**config.mk**
```make
export PLATFORM = sky130hd
export DESIGN_NAME = card_turnaround_timer
export DESIGN_NICKNAME = d
export VERILOG_FILES = /design/src/rtl/card_turnaround_timer.sv
export SDC_FILE = /design/constraint.sdc
export NUM_CORES = 1
export LEC_CHECK = 0
export BUFFER_PORTS_ARGS = -buffer_cell sky130_fd_sc_hd__buf_2
export CORE_MARGIN = 5
export CORE_UTILIZATION = 61
export CTS_CLUSTER_SIZE = 30
export DETAILED_ROUTE_END_ITERATION = 10
export GPL_TIMING_DRIVEN = 1
export PLACE_DENSITY = 0.87
export SLEW_MARGIN = 20
export SYNTH_ARGS = -nofsm -noshare
export SYNTH_HDL_FRONTEND = slang
export SYNTH_SLANG_ARGS = --single-unit
```
**constraint.sdc**
```tcl
create_clock -name clk -period 4 [get_ports clk]
set_input_delay 0.4 -clock clk [delete_from_list [all_inputs] [get_ports clk]]
set_output_delay 0.4 -clock clk [all_outputs]
set_load 0.03 [all_outputs]
```
**src/rtl/card_turnaround_timer.sv**
```systemverilog
module card_turnaround_timer #(
  parameter int RD_MIN_CYC = 4320,
  parameter int RD_MAX_CYC = 4384,
  parameter int WR_MIN_CYC = 4352,
  parameter int WR_MAX_CYC = 271200,
  parameter int GAP_CYC    = 4192
) (
  input  logic clk,
  input  logic rst_n,
  input  logic carrier_en,
  input  logic rdr_sync,
  input  logic cmd_write,
  input  logic opt_flag,
  input  logic rdr_resume,
  input  logic rsp_ready,
  input  logic card_eof,
  output logic tx_start,
  output logic win_miss,
  output logic busy
);
  localparam int TOP = (WR_MAX_CYC > RD_MAX_CYC) ? WR_MAX_CYC : RD_MAX_CYC;
  localparam int CW  = $clog2(TOP + 1);
  localparam logic [CW-1:0] RD_LO = CW'(RD_MIN_CYC);
  localparam logic [CW-1:0] RD_HI = CW'(RD_MAX_CYC);
  localparam logic [CW-1:0] WR_LO = CW'(WR_MIN_CYC);
  localparam logic [CW-1:0] WR_HI = CW'(WR_MAX_CYC);
  localparam logic [CW-1:0] GAP   = CW'(GAP_CYC);

  typedef enum logic [2:0] {S_IDLE, S_HOLD, S_WIN, S_TX, S_GAP} st_t;

  st_t           st;
  logic [CW-1:0] cnt;
  logic          wr_win;

  wire [CW-1:0] nxt = cnt + 1'b1;
  wire [CW-1:0] lo  = wr_win ? WR_LO : RD_LO;
  wire [CW-1:0] hi  = wr_win ? WR_HI : RD_HI;

  assign busy = (st != S_IDLE);

  always_ff @(posedge clk) begin
    if (!rst_n) begin
      st       <= S_IDLE;
      cnt      <= '0;
      wr_win   <= 1'b0;
      tx_start <= 1'b0;
      win_miss <= 1'b0;
    end else begin
      tx_start <= 1'b0;
      win_miss <= 1'b0;
      if (rdr_sync) begin
        cnt    <= '0;
        wr_win <= cmd_write & ~opt_flag;
        st     <= (cmd_write & opt_flag) ? S_HOLD : S_WIN;
      end else begin
        case (st)
          S_HOLD: if (rdr_resume) begin
            cnt    <= '0;
            wr_win <= 1'b0;
            st     <= S_WIN;
          end
          S_WIN: if (carrier_en) begin
            cnt <= nxt;
            if (rsp_ready && nxt >= lo) begin
              tx_start <= 1'b1;
              st       <= S_TX;
            end else if (nxt >= hi) begin
              win_miss <= 1'b1;
              st       <= S_IDLE;
            end
          end
          S_TX: if (card_eof) begin
            cnt <= '0;
            st  <= S_GAP;
          end
          S_GAP: if (carrier_en) begin
            cnt <= nxt;
            if (nxt >= GAP) st <= S_IDLE;
          end
          default: st <= S_IDLE;
        endcase
      end
    end
  end
endmodule


```
# Word level (Yosys, flattened, before mapping)
# Index checks and enable logic that the tools add are counted.
[totals]
reg_bits = 25
latch_bits = 0
ramBits = 0
romBits = 0
input_bits = 9
out_inout_bits = 3
word_cells = 61
memories = 0
[classes]
add_sub_neg = 1
n_mul = 0
n_div = 0
n_lt_le_gt_ge = 3
eq_ne = 13
shift = 0
muxes = 21
bitwise = 6
n_reduce_logical = 12
[ops]
columns = ["cell", "count"]
rows = [
  ["19-bit two-way mux", 4],
  ["19-bit one-hot mux with 3 select lines", 1],
  ["3-bit two-way mux", 8],
  ["19-bit by 1-bit adder with 19-bit output (second input constant)", 1],
  ["19-bit by 13-bit >= comparator with 1-bit output", 1],
  ["19-bit by 13-bit >= comparator with 1-bit output (second input constant)", 1],
  ["19-bit >= comparator", 1],
  ["3-bit inequality test (second input constant)", 5],
  ["3-bit one-hot mux with 4 select lines", 1],
  ["9-bit two-way mux", 1],
  ["3-bit by 2-bit equality test with 1-bit output (second input constant)", 2],
  ["6-bit AND reduction", 1],
  ["3-bit nonzero test", 2],
  ["1-bit two-way mux", 5],
  ["5-bit OR reduction", 1],
  ["2-bit inequality test (second input constant)", 2],
  ["4-bit inequality test (second input constant)", 1],
  ["1-bit inverter", 4],
  ["4-bit AND reduction", 1],
  ["2-bit nonzero test", 2],
  ["2-bit OR reduction", 2],
  ["4-bit OR reduction", 1],
  ["3-bit by 1-bit equality test with 1-bit output (second input constant)", 1],
  ["3-bit equality test (second input constant)", 1],
  ["5 further kinds", 6],
]

# Depth between registers and ports, before layout
[depth]
ltp_word = 7
mapped_depth = 14
depth_no_buf = 13

# Worst setup path after synthesis
# OpenSTA, ideal clock, no wires.
[synth_timing]
kind = "register -> register"
from = "reg cnt[0]"
to = "reg st[0]"
setup_ps = 122
t_arrival_ps = 2735
required_ps = 3878
path_slack_ps = 1143
path_stages_with_launch = 13
n_path_buf = 0
synth_period_minus_slack_ps = 2857
cell_sequence = "dfxtp_1 -> ha_1 -> nand2_1 -> nor2_1 -> xor2_1 -> ha_1 -> nor2_1 -> o21ai_0 -> nand2b_1 -> a2111oi_0 -> a21boi_2 -> o2111a_1 -> o311a_1"
[synth_between]
elab_chain_len = 7
[synth_rtl]
columns = ["item", "line_no", "source"]
rows = [
  ["start, declared", "32", "logic [CW-1:0] cnt;"],
  ["start signal, assigned", "63", "cnt <= nxt;"],
  ["start signal, assigned", "77", "cnt <= nxt;"],
  ["19-bit by 1-bit adder with 19-bit output (*)", "35", "wire [CW-1:0] nxt = cnt + 1'b1;"],
  ["19-bit by 13-bit >= comparator with 1-bit output", "64", "if (rsp_ready && nxt >= lo) begin"],
  ["1-bit logical AND", "64", ""],
  ["3-bit two-way mux", "64", ""],
  ["3-bit two-way mux", "62", "S_WIN: if (carrier_en) begin"],
  ["3-bit one-hot mux with 4 select lines", "56", "case (st)"],
  ["3-bit two-way mux", "51", "if (rdr_sync) begin"],
  ["end signal, assigned", "54", "st <= (cmd_write & opt_flag) ? S_HOLD : S_WIN;"],
  ["end, declared", "31", "st_t st;"],
]
# Every way passes the cells marked *; elsewhere a longest branch is shown, timed or not. The select of a mux whose other input is x is not followed.
# A chain may end at the register's enable or synchronous reset.

# Final worst setup path
[layout_timing]
from = "reg cnt[0]"
to = "reg st[1]"
# Same word-level chain as after synthesis.

==> run summary <==
The peak ir drop on the vdd network is 0.200 mV, and the tightest slew margin relative to the limit is 0.456. The endpoint type of the worst setup path was a register. The number of buffers inserted to repair setup after CTS was 0; the H-tree level count was 1.

Post-route clock skew: 0.00307 ns. Setup repair after global routing left no endpoint under its margin. Counting every net in the synthesized netlist gives 268. During synthesis, Yosys emitted a total of 0 warnings.

For this block, the routed nets add up to 4.49 mm of wire. The final weighted congestion of routability-driven global placement came out at 0.875. The average instance area after synthesis was 7.97 um^2; the total half-perimeter wirelength after legalization and detailed placement was 3.31 mm.

The core region is 3080 um^2. The run gives 0 as the post-detailed-route count of antenna-violating nets. Along the worst path, the maximum fanout reaches 8. The minimum setup slack among reg-to-reg paths was 0.65 ns; the fraction of final layout cells with drive strength greater than 1 was 0.127. The worst path needs 3.35 ns of the cycle, external delays included. The switching portion of total power is 0.282, and the share of power burned in registers is 0.592.

Final net count: 266. The post-synthesis sequential area ratio came out at 0.253. The run gives 0.227 as the overall track demand over capacity in global routing. The startpoint of the most critical hold path was rst_n. Entering global routing, the biggest net connects 22 pins. The final non-filler cell total was 289; the final total power was 0.434 mW. The total grt overflow was 0; the number of buffers inserted during clock tree synthesis was 3.

Row generation in the floorplan step produced 20 rows. The worst hold path was traced through 2 stages. The repair_antennas step left the layout with diodes totalling 0.

The worst hold path terminates at st[0]. The number of antenna violations at the first check in global routing is 0, and the per-cell via count in the routed design is 6.36. The share of synthesized registers carrying an async set or reset is 0. In this run, placement finished with an instance count of 285. Synthesis produced 248 cells. The worst stage delay on the critical path came out at 0.50 ns. Leading cell type in the layout, fill and taps excluded: nor2_1.

The critical path start-end classification was register to register. The most used flip-flop cell after synthesis is dfxtp_1. The effective utilization at floorplan was 0.642; the number of endpoints failing setup at the final stage was 0. The clock passes through at most 2 buffers. The hold-fix buffer count after cts is 0.

In this run, synthesis produced a sequential element count of 25. Measured along the y axis, the die boundary spans 66.9 um. Summed over all nets, the switching power comes to 0.123 mW. Among all stages on the critical path, the largest delay is contributed by a2111oi_0. The power per cell area works out to 215 nW/um^2. After clock tree synthesis, the clock-pin slew on the worst setup and hold paths is 0.13 ns.

The detailed-routing iteration count for the pre-antenna-repair pass came out at 4. The tightest min-delay check is of the input port to register type. For the pin with the worst max-slew slack, the measured transition is 0.816 ns.

The tree is rooted in a clkbuf_4. Traced cell by cell, the critical path runs through ha_1 -> nand2_1 -> nor2_1 -> xor2_1 -> ha_1 -> nor2_1 -> o21ai_0 -> nand2b_1 -> a2111oi_0 -> a21boi_2 -> o21ai_1 -> o41ai_1 -> a22o_1. The signed area change from the synthesized netlist to the final layout was 2.47%; the clock network fraction of total power was 0.256.

Yosys mapped a number of flops with a built-in enable equal to 0. The first global-routing pass estimated 8.01 mm of wire. The DRC violation count after routing was 0. In the layout the commonest cells are nor2_1, dfxtp_1, a21oi_1, nand2_1, o21ai_0.

The share of the core filled with cells in the final layout is 0.658, and the number of max-slew violations in the final report is 0. The run gives 12 as the top-level port count. Across the run, the number of max-cap violations was 0. Counting cells, the worst reg-to-reg path comes to 13.

The final-report hold violation count came out at 0. The clock latency on the worst-skew pair was 0.31 ns; the die outline width was 66.9 um. TritonCTS built the clock tree. The run gives 4480 um^2 as the die area.

Summed over all failing endpoints, the final setup total negative slack is 0 ns. The number of different library cells used by synthesis comes to 61. Count of buffers from port buffering: 11. Summing over every cut layer, the via total after detailed routing is 1838. The run gives 0.151 as the combinational share of power.

The beginning of the critical path was cnt[0]. The internal power of the cells totals 0.312 mW. The fraction of the cycle the final worst path needs works out to 0.839. The run gives 0.347 ns as the worst hold slack after final layout. The logs give 1762 for the number of global-route vias before repair and 0 for the number of resized instances in the post-cts repair step.

The synthesized netlist occupies a cell area of 1980 um^2. After detailed routing, the average wire length per cell comes to 15.5 um. The run gives 197 as the initial DRC count. The source of the worst register-to-register timing path was cnt[0]. The endpoint of the lowest-slack register-to-register path is st[1]. STA classifies the critical path startpoint as a register. The tools report the fmax as 0.298 GHz.

The run finished with clean final reports. Number of clock sinks seen by CTS: 25. Data arrives at the worst endpoint at 3.57 ns.

At the worst endpoint, the required time is 4.22 ns. The cell leakage power is 0.722 nW.
==> stage by stage <==
step / setup WS [ns] / cell area, um^2
finish: 0.645 / 2020
global placement: 0.865 / 2000
CTS: 0.679 / 2020
detailed placement: 0.683 / 2000
floorplan: 1.14 / 1980
global route: 0.351 / 2020
==> critical path, delay by kind of cell, from the launching register on <==
family	cells	cell delay, ns
compound gates	6	1.48
xor+xnor	1	0.13
fa+ha+maj	2	0.70
flops	1	0.49
simple gates	4	0.46
==> cells by family (layout without fill, tap and decap cells) <==
kind of cell | after synthesis | after routing | share of synthesized area
simple gates | 104 | 104 | 0.312
buf+inv | 22 | 19 | 0.0519
compound gates | 72 | 72 | 0.247
flops | 25 | 25 | 0.253
fa+ha+maj | 12 | 12 | 0.0747
xor+xnor | 13 | 13 | 0.0614
==> flip-flops by register name (all words and copies together), names as in the netlist <==
signal / cells
wr_win: 1
st: 3
cnt: 19
tx_start: 1
win_miss: 1
==> power by group through the flow <==
stage / clock, mW / combinational [mW] / sequential, mW
floorplan: 0 / 0.0504 / 0.259
global placement: 0 / 0.0632 / 0.263
detailed placement: 0 / 0.0660 / 0.263
CTS: 0.117 / 0.0661 / 0.257
global route: 0.126 / 0.0738 / 0.258
finish: 0.111 / 0.0657 / 0.257
==> worst max-delay path by stage <==
stage,slack (ns),endpoint,cells past startpoint
after global routing,0.35,st[1],13
after floorplan,1.14,st[0],12
after CTS,0.68,st[1],13
final,0.65,st[1],13
after global placement,0.86,st[1],13
after detailed placement,0.68,st[1],13
==> layout make-up <==
| cell class | instances | area, um^2 |
|---|---|---|
| fill | 274 | 1050 |
| timing repair buffer | 11 | 55.1 |
| tap | 44 | 55.1 |
| sequential | 25 | 500 |
| clock buffer | 4 | 26.3 |
| multi-input combinational | 201 | 1370 |
| inverter | 4 | 15.0 |
==> Yosys cell counts (5+ instances only) <==
| cell | count | area (um^2) |
|---|---|---|
| a21oi_1 | 19 | 95.1 |
| a31oi_1 | 5 | 31.3 |
| nand2_1 | 15 | 56.3 |
| clkbuf_1 | 11 | 41.3 |
| or3_1 | 5 | 31.3 |
| ha_1 | 11 | 138 |
| xnor2_1 | 5 | 43.8 |
| nand3_1 | 7 | 35.0 |
| nor2_1 | 29 | 109 |
| xor2_1 | 7 | 61.3 |
| a22oi_1 | 7 | 52.6 |
| nor3_1 | 5 | 25.0 |
| nand3b_1 | 7 | 52.6 |
| dfxtp_1 | 25 | 500 |
| o21ai_0 | 15 | 75.1 |
==> per-layer routing <==
metal | track usage | share of wire | vias to the layer above
met1 | 0.294 | 0.47 | 882
met4 | 0.0785 | 0.018 | 0
met5 | 0 | 0 | -
li1 | - | - | 909
met3 | 0.0422 | 0.031 | 10
met2 | 0.373 | 0.48 | 37
Power figures use the tool's default switching activity.
